<file path="src/rtl/serial_rx_pkg.sv">
package serial_rx_pkg;

    typedef enum logic [2:0] {
        RX_IDLE      = 3'd0,
        RX_START     = 3'd1,
        RX_DATA      = 3'd2,
        RX_PARITY    = 3'd3,
        RX_STOP      = 3'd4,
        RX_WAIT_HIGH = 3'd5
    } rx_state_t;

    localparam int MIN_WORD = 5;
    localparam int MAX_WORD = 8;

endpackage

</file>
<file path="src/rtl/serial_rx_sync.sv">
module serial_rx_sync #(
    parameter int STAGES = 2
) (
    input  logic clk,
    input  logic rst_n,
    input  logic din,
    output logic dout
);
    logic [STAGES-1:0] pipe_q;

    always_ff @(posedge clk or negedge rst_n) begin
        if (!rst_n) begin
            pipe_q <= '1;
        end else begin
            pipe_q <= {pipe_q[STAGES-2:0], din};
        end
    end

    assign dout = pipe_q[STAGES-1];
endmodule

</file>
<file path="src/rtl/serial_rx_parity.sv">
module serial_rx_parity #(
    parameter int CHAR_W = 8
) (
    input  logic [CHAR_W-1:0] data,
    input  logic              par_bit,
    input  logic              par_sel,
    input  logic              par_force,
    output logic              par_bad
);
    logic ones_odd;

    always_comb begin
        ones_odd = ^{data, par_bit};
        if (par_force) begin
            // select 0 expects mark, select 1 expects space
            par_bad = (par_bit == par_sel);
        end else begin
            par_bad = par_sel ? ones_odd : !ones_odd;
        end
    end
endmodule

</file>
<file path="src/rtl/serial_rx_unit.sv">
module serial_rx_unit
    import serial_rx_pkg::*;
#(
    parameter int OSR         = 16,
    parameter int SYNC_STAGES = 2
) (
    input  logic       clk,
    input  logic       rst_n,
    input  logic       os_tick,
    input  logic       rx_line,
    input  logic [1:0] word_sel,
    input  logic       par_en,
    input  logic       par_sel,
    input  logic       par_force,
    output logic [7:0] rx_char,
    output logic       rx_valid,
    output logic       err_parity,
    output logic       err_frame,
    output logic       brk_seen
);
    localparam int CHAR_W = MAX_WORD;
    localparam int CNT_W  = $clog2(OSR);
    localparam int IDX_W  = $clog2(CHAR_W);
    localparam logic [CNT_W-1:0] MID_CNT  = CNT_W'(OSR / 2 - 1);
    localparam logic [CNT_W-1:0] LAST_CNT = CNT_W'(OSR - 1);

    rx_state_t         state_q, state_d;
    logic              rx_s;
    logic [CNT_W-1:0]  cnt_q;
    logic [IDX_W-1:0]  idx_q;
    logic [IDX_W-1:0]  last_idx;
    logic [CHAR_W-1:0] data_q;
    logic              par_q;
    logic [1:0]        wl_q;
    logic              par_en_q, par_sel_q, par_force_q;
    logic              samp, mid_hit, par_bad, start_seen;

    serial_rx_sync #(.STAGES(SYNC_STAGES)) u_sync (
        .clk  (clk),
        .rst_n(rst_n),
        .din  (rx_line),
        .dout (rx_s)
    );

    serial_rx_parity #(.CHAR_W(CHAR_W)) u_par (
        .data     (data_q),
        .par_bit  (par_q),
        .par_sel  (par_sel_q),
        .par_force(par_force_q),
        .par_bad  (par_bad)
    );

    assign samp       = os_tick && (cnt_q == LAST_CNT);
    assign mid_hit    = os_tick && (cnt_q == MID_CNT);
    assign start_seen = (state_q == RX_IDLE) && os_tick && !rx_s;
    assign last_idx   = IDX_W'(MIN_WORD - 1) + IDX_W'(wl_q);

    // next-state logic
    always_comb begin
        state_d = state_q;
        unique case (state_q)
            RX_IDLE:      if (start_seen) state_d = RX_START;
            RX_START:     if (mid_hit) state_d = rx_s ? RX_IDLE : RX_DATA;
            RX_DATA:      if (samp && idx_q == last_idx)
                              state_d = par_en_q ? RX_PARITY : RX_STOP;
            RX_PARITY:    if (samp) state_d = RX_STOP;
            RX_STOP:      if (samp) state_d = rx_s ? RX_IDLE : RX_WAIT_HIGH;
            RX_WAIT_HIGH: if (rx_s) state_d = RX_IDLE;
            default:      state_d = RX_IDLE;
        endcase
    end

    // state register
    always_ff @(posedge clk or negedge rst_n) begin
        if (!rst_n) state_q <= RX_IDLE;
        else        state_q <= state_d;
    end

    // tick counter, bit index, captured data and format
    always_ff @(posedge clk or negedge rst_n) begin
        if (!rst_n) begin
            cnt_q       <= '0;
            idx_q       <= '0;
            data_q      <= '0;
            par_q       <= 1'b0;
            wl_q        <= 2'd0;
            par_en_q    <= 1'b0;
            par_sel_q   <= 1'b0;
            par_force_q <= 1'b0;
        end else begin
            if (state_q == RX_IDLE || state_q == RX_WAIT_HIGH) begin
                cnt_q <= '0;
            end else if (os_tick) begin
                if ((state_q == RX_START && cnt_q == MID_CNT) || cnt_q == LAST_CNT)
                    cnt_q <= '0;
                else
                    cnt_q <= cnt_q + 1'b1;
            end
            if (start_seen) begin
                idx_q       <= '0;
                data_q      <= '0;
                par_q       <= 1'b0;
                wl_q        <= word_sel;
                par_en_q    <= par_en;
                par_sel_q   <= par_sel;
                par_force_q <= par_force;
            end
            if (state_q == RX_DATA && samp) begin
                data_q[idx_q] <= rx_s;
                idx_q         <= idx_q + 1'b1;
            end
            if (state_q == RX_PARITY && samp) begin
                par_q <= rx_s;
            end
        end
    end

    // outputs
    always_ff @(posedge clk or negedge rst_n) begin
        if (!rst_n) begin
            rx_char    <= '0;
            rx_valid   <= 1'b0;
            err_parity <= 1'b0;
            err_frame  <= 1'b0;
            brk_seen   <= 1'b0;
        end else begin
            rx_valid   <= 1'b0;
            err_parity <= 1'b0;
            err_frame  <= 1'b0;
            brk_seen   <= 1'b0;
            if (state_q == RX_STOP && samp) begin
                rx_valid   <= 1'b1;
                rx_char    <= data_q;
                err_parity <= par_en_q && par_bad;
                err_frame  <= !rx_s;
                brk_seen   <= !rx_s && (data_q == '0) && !(par_en_q && par_q);
            end
        end
    end
endmodule

</file>
<file path="config.mk">
export PLATFORM = sky130hd
export DESIGN_NAME = serial_rx_unit
export DESIGN_NICKNAME = d
export VERILOG_FILES = /design/src/rtl/serial_rx_pkg.sv /design/src/rtl/serial_rx_sync.sv /design/src/rtl/serial_rx_parity.sv /design/src/rtl/serial_rx_unit.sv
export SDC_FILE = /design/constraint.sdc
export NUM_CORES = 1
export LEC_CHECK = 0
export BUFFER_PORTS_ARGS = -buffer_cell sky130_fd_sc_hd__buf_2
export CORE_MARGIN = 4
export CORE_UTILIZATION = 62
export CTS_CLUSTER_DIAMETER = 120
export DETAILED_ROUTE_END_ITERATION = 8
export PLACE_DENSITY = 0.83
export SYNTH_ARGS = -nofsm -noshare
export SYNTH_HDL_FRONTEND = slang
export SYNTH_SLANG_ARGS = --single-unit
</file>
<file path="constraint.sdc">
create_clock -name clk -period 3.6 [get_ports clk]
set_clock_uncertainty 0.1 [all_clocks]
set_input_delay 0.9 -clock clk [delete_from_list [all_inputs] [get_ports clk]]
set_output_delay 0.9 -clock clk [all_outputs]
set_load 0.01 [all_outputs]
</file>
==> flow_summary.yaml, run 1 <==
grt:
  grt_pass1_wl_mm: 6.30
  globalRouteOverflowTotal: 0
  grt_usage: 0.199
  grt_pass1_vias: 1348
  antenna_found_initial: 0
  grt_start_max_net_pins: 39
cells_and_area:
  stdcell_count: 246
  drive_above_1_share: 0.252
  num_antenna_cells: 0
  multiInputGateArea_um2: 915
  nets: 212
  seq_area_um2: 953
  fillerInstances: 255
  area_growth_pct: 6.48
  final_cell_area_um2: 2100
worst_setup_path:
  r2r_cells: 3
  cp-startpoint: "state_q[2]$_DFFE_PN0P_"
  critPathLaunchType: "flop"
  cp_num_buf_inv: 0
  crit_family: "flip-flops"
  worstPathArrival_ns: 2.16
  crit_type: "flop to flop"
  worstPathMaxFanout: 17
  reg2reg_from: "state_q[2]$_DFFE_PN0P_"
  required_ns: 3.75
  cp.depth: 3
  critPathSlowestCell: "dfrtp_1"
  end_kind: "flop"
  critical_path.max_stage_delay_ns: 0.76
  path_cells: "nand2_1 > nor2_2 > mux2_2"
die:
  initial_core_util: 0.645
  die_y_um: 64.4
  ios: 21
  fp.dieArea_um2: 4140
  dieWidth_um: 64.4
  num_rows: 20
  fp.coreArea_um2: 3050
power:
  combPwrFrac: 0.262
  intPower_mw: 0.698
  p_sw_mw: 0.399
  power_frac_seq: 0.520
  ir_worst_vdd_mv: 0.297
  switching_share: 0.364
  power_frac_clock: 0.218
  total_leakage_power_nw: 1.03
  power_density_nw_per_um2: 522
routing:
  drc: 0
  avgViaCountPerCell: 5.74
  detail-route-antenna-nets: 0
  vias: 1412
  first_iter_violations: 130
  detail_route.wl_per_cell_um: 14.7
  dr.pass1.iters: 4
  drt-total-wl_mm: 3.62
placed_design:
  dpl.hpwl_mm: 2.64
  dp_cells: 238
  place_congestion: 0.767
  portBuffers: 20
  place_area_um2: 2030
synthesis:
  yosys_warnings: 0
  seq_area_frac_synth: 0.484
  syn_inst: 183
  synth_top_area_cell: "dfrtp_1"
  synth_seq_cells: 38
  yosys-top-cells-area: "dfrtp_1 46%, nand2_1 6.3%, mux2_2 5.7%, mux2i_1 3.6%, xnor2_1 3.6%"
  synth.top_cell.area_share: 0.457
  ys.flop_type: "dfrtp_1"
  synth_most_common_cell: "dfrtp_1"
  syn_avg_cell_area_um2: 10.8
  synth_commonest_cells: "36 x dfrtp_1, 33 x nand2_1, 14 x nor2_1"
  synth_nets: 194
  synth_area_um2: 1970
  synth_edf_count: 0
  synth.distinct_cells: 44
  async_reset_ff_frac: 1.00
run_status:
  status: "completed"
clocking:
  cts_buffers: 5
  cts_max_path_buffers: 2
  worstSkewPairLatency_ns: 0.36
  cts_setup_buffers: 0
  htreeDepth: 2
  cts_hold_buf: 0
  cts_tree: "done"
  cts-resized-gates: 0
  cts.root.buffer_cell: "clkbuf_4"
  cts_sinks: 38
  path_clk_slew_ns: 0.11
sta:
  setup_viol: 0
  rsz0062_at_grt: "false"
  finalCritPeriodShare: 0.559
  layout_min_cycle_time_ns: 2.01
  hold_viol_final: 0
  fmax_ghz: 0.497
  slew_violations: 0
  relSlewSlack: 0.458
  fin_tns_setup_ns: 0
  tightest_slew_ns: 0.813
job:
  max_cap_violations: 0
min_path:
  hp-start: "u_sync.pipe_q[0]$_DFF_PN1_"
  holdPathStages: 0
  hold_path.class: "flop to flop"
==> per-stage QoR <==
step	worst slack [ns]	hold slack (ns)	utilization	total power, mW
4_1_cts	1.60	0.264	0.687	1.10
5_1_grt	1.44	0.268	0.687	1.17
2_1_floorplan	1.46	0.245	-	0.826
3_5_place_dp	1.25	0.247	0.666	0.863
3_3_place_gp	1.31	0.246	0.666	0.841
6_report	1.59	0.263	0.687	1.10
==> final timing paths <==
kind                                                    to  slack (ns)
worst max-delay path                rx_char[6]$_DFFE_PN0P_        1.59
worst min-delay path            u_sync.pipe_q[1]$_DFF_PN1_        0.26
worst max register to register      rx_char[6]$_DFFE_PN0P_        1.59
worst min register to register  u_sync.pipe_q[1]$_DFF_PN1_        0.26
max in group asynchronous           rx_char[1]$_DFFE_PN0P_        2.37
min in group asynchronous              err_frame$_DFF_PN0_        0.52
==> power groups by stage <==
stage / logic (mW) / clock network (mW) / registers [mW]
finish: 0.287 / 0.239 / 0.570
global route: 0.320 / 0.263 / 0.582
CTS: 0.289 / 0.243 / 0.569
detailed placement: 0.287 / 0 / 0.577
global placement: 0.270 / 0 / 0.571
floorplan: 0.300 / 0 / 0.526
==> area by class of cell <==
class,count,share of cell area
clock buffers,6,0.0244
clock inverters,2,0.00596
inverters,3,0.00537
multi-input cells,133,0.436
flip-flops and latches,38,0.454
well taps,44,0.0262
repair buffers,20,0.0477
==> routing by layer <==
metal / GRT usage / vias up / wire (um)
li1: - / 679 / -
met1: 0.251 / 686 / 1550
met3: 0.0422 / 9 / 185
met2: 0.322 / 38 / 1790
met5: 0 / - / 0
met4: 0.103 / 0 / 97
==> kinds of logic after synthesis <==
group           count (synthesis)  share of synthesized area
fa+ha+maj                       2                     0.0127
compound gates                 28                     0.0959
buf+inv                        12                     0.0521
xor+xnor                       12                     0.0533
mux                            17                     0.0927
simple gates                   74                      0.210
flops                          38                      0.484
==> state kept, by name (all words and copies together), names as in the netlist, 2 cells and up <==
| name | cells |
|---|---|
| data_q | 8 |
| idx_q | 3 |
| cnt_q | 4 |
| state_q | 3 |
| rx_char | 8 |
| u_sync.pipe_q | 2 |
| wl_q | 2 |
==> placed cells by master (no fill, tap or decap), types with 5 or more instances in the layout <==
master	count
a21oi_1	5
nor2_1	14
o21ai_0	9
clkbuf_4	5
xnor2_1	8
mux2i_1	7
nand2_1	33
dfrtp_1	36
buf_2	20
mux2_2	10
Note: power is estimated with default switching activity, not from simulation.
==> inputs of run 2 (changes only) <==
- CORE_UTILIZATION: 62 -> 52
- PLACE_DENSITY: 0.83 -> 0.75
- clock period: 3.6 -> 1.85 ns (I/O delays scaled with it)
==> flow_summary.yaml, run 2 (synthesized netlist as in run 1, its figures left out) <==
run_status:
  status: "completed"
worst_setup_path:
  end_kind: "flop"
  cp-startpoint: "state_q[1]$_DFFE_PN0P_"
  worstPathArrival_ns: 1.80
  worstPathMaxFanout: 6
  crit_type: "flop to flop"
  r2r_cells: 6
  reg2reg_from: "state_q[1]$_DFFE_PN0P_"
  critPathLaunchType: "flop"
  required_ns: 1.93
power:
  power_density_nw_per_um2: 1130
  total_leakage_power_nw: 1.12
  p_sw_mw: 0.823
  switching_share: 0.317
  intPower_mw: 1.78
  power_frac_clock: 0.328
  power_frac_seq: 0.411
  ir_worst_vdd_mv: 0.700
  combPwrFrac: 0.261
sta:
  hold_viol_final: 0
  layout_min_cycle_time_ns: 1.72
  relSlewSlack: 0.754
  tightest_slew_ns: 0.366
  slew_violations: 0
  rsz0062_at_grt: "false"
  fin_tns_setup_ns: 0
  finalCritPeriodShare: 0.927
  setup_viol: 0
  fmax_ghz: 0.583
cells_and_area:
  layout_commonest_cell: "dfrtp_1"
  fillerInstances: 275
  mostFrequentLayoutCells: "35 x dfrtp_1, 33 x nand2_1, 20 x buf_2, 14 x nor2_1, 10 x mux2_2"
  num_antenna_cells: 0
  area_growth_pct: 17.0
  drive_above_1_share: 0.305
  nets: 223
  final_cell_area_um2: 2300
  reg_top3: "data_q (8), rx_char (8), cnt_q (4)"
routing:
  first_iter_violations: 48
  detail-route-antenna-nets: 0
  vias: 1428
  avgViaCountPerCell: 5.47
  drc: 0
  detail_route.wl_per_cell_um: 14.3
  drt-total-wl_mm: 3.74
  dr.pass1.iters: 5
clocking:
  cts_max_path_buffers: 2
  path_clk_slew_ns: 0.08
  cts_buffers: 5
  cts.root.buffer_cell: "clkbuf_8"
  htreeDepth: 2
  cts_tree: "done"
  worstSkewPairLatency_ns: 0.30
  cts_sinks: 38
die:
  die_y_um: 69.6
  fp.dieArea_um2: 4840
  dieWidth_um: 69.6
  initial_core_util: 0.538
  ios: 21
  fp.coreArea_um2: 3660
  num_rows: 22
grt:
  grt_pass1_wl_mm: 6.75
  grt_pass1_vias: 1422
  grt_usage: 0.177
  globalRouteOverflowTotal: 0
  grt_start_max_net_pins: 39
  antenna_found_initial: 0
placed_design:
  portBuffers: 20
  place_area_um2: 2150
  place_congestion: 0.839
  dpl.hpwl_mm: 2.68
job:
  max_cap_violations: 0
min_path:
  hold_path.class: "input port to async pin"
==> run 2: cell count changes in the layout (fill, tap and decap cells not counted), sizes merged <==
| cell | before | now |
|---|---|---|
| buf | 20 | 31 |
| bufinv | 0 | 2 |
| clkbuf | 6 | 5 |
| clkinvlp | 1 | 0 |
==> run 2: metrics by stage <==
stage | hold WS (ns) | std cells | power, mW | worst slack (ns) | utilization
detailed placement | 0.247 | 253 | 1.74 | -0.0197 | 0.586
floorplan | 0.0669 | 183 | 1.61 | 0.0997 | -
finish | 0.0163 | 261 | 2.60 | 0.134 | 0.630
CTS | 0.0225 | 261 | 2.60 | 0.0431 | 0.625
global route | 0.0206 | 261 | 2.77 | 0.0328 | 0.630
global placement | 0.246 | 253 | 1.70 | 0.0682 | 0.586
==> run 2: path summary, 6_finish.rpt <==
| check | to | slack, ns |
|---|---|---|
| worst max-delay path | cnt_q[3]$_DFFE_PN0P_ | 0.13 |
| worst min-delay path | data_q[6]$_DFF_PN0_ | 0.02 |
| worst max register to register | cnt_q[3]$_DFFE_PN0P_ | 0.13 |
| worst min register to register | u_sync.pipe_q[1]$_DFF_PN1_ | 0.26 |
| max in group asynchronous | u_sync.pipe_q[0]$_DFF_PN1_ | 1.37 |
| min in group clk | u_sync.pipe_q[0]$_DFF_PN1_ | 0.16 |
==> run 2: metal layers <==
metal | vias up | GRT usage | part of all wire
li1 | 700 | - | -
met1 | 684 | 0.229 | 0.45
met2 | 35 | 0.265 | 0.48
met3 | 9 | 0.0638 | 0.055
met4 | 0 | 0.0781 | 0.020
met5 | - | 0 | 0
==> run 2: area by class of cell <==
type                    count  area (um^2)  area share
clock buffers               5         68.8      0.0299
multi-input cells         133          933       0.405
repair buffers             31          208      0.0901
inverters                   3         11.3     0.00489
clock inverters             3         68.8      0.0299
flip-flops and latches     38          955       0.414
well taps                  48         60.1      0.0261
==> run 2: power by group through the flow <==
stage | clock network [mW] | logic (mW) | registers (mW)
5_1_grt | 0.916 | 0.766 | 1.09
6_report | 0.852 | 0.680 | 1.07
3_3_place_gp | 0 | 0.634 | 1.07
4_1_cts | 0.869 | 0.674 | 1.06
2_1_floorplan | 0 | 0.584 | 1.02
3_5_place_dp | 0 | 0.668 | 1.08
==> run 2: worst max-delay path, stage by stage, from the launching register on <==
cell      delay (ns)
dfrtp_1         0.43
buf_4           0.18
nand2b_1        0.13
nor2_1          0.07
a311oi_2        0.30
nor2_1          0.07
a311oi_1        0.31
==> run 2: what timing repair did <==
action / 4_1_cts / 5_1_grt
buffers inserted: 0 / 0
pin swaps: 0 / 1
endpoints found under the hold margin: 0 / 0
endpoints found under the setup margin: 1 / 7
hold buffers: 0 / 0
gates resized for setup: 1 / 3
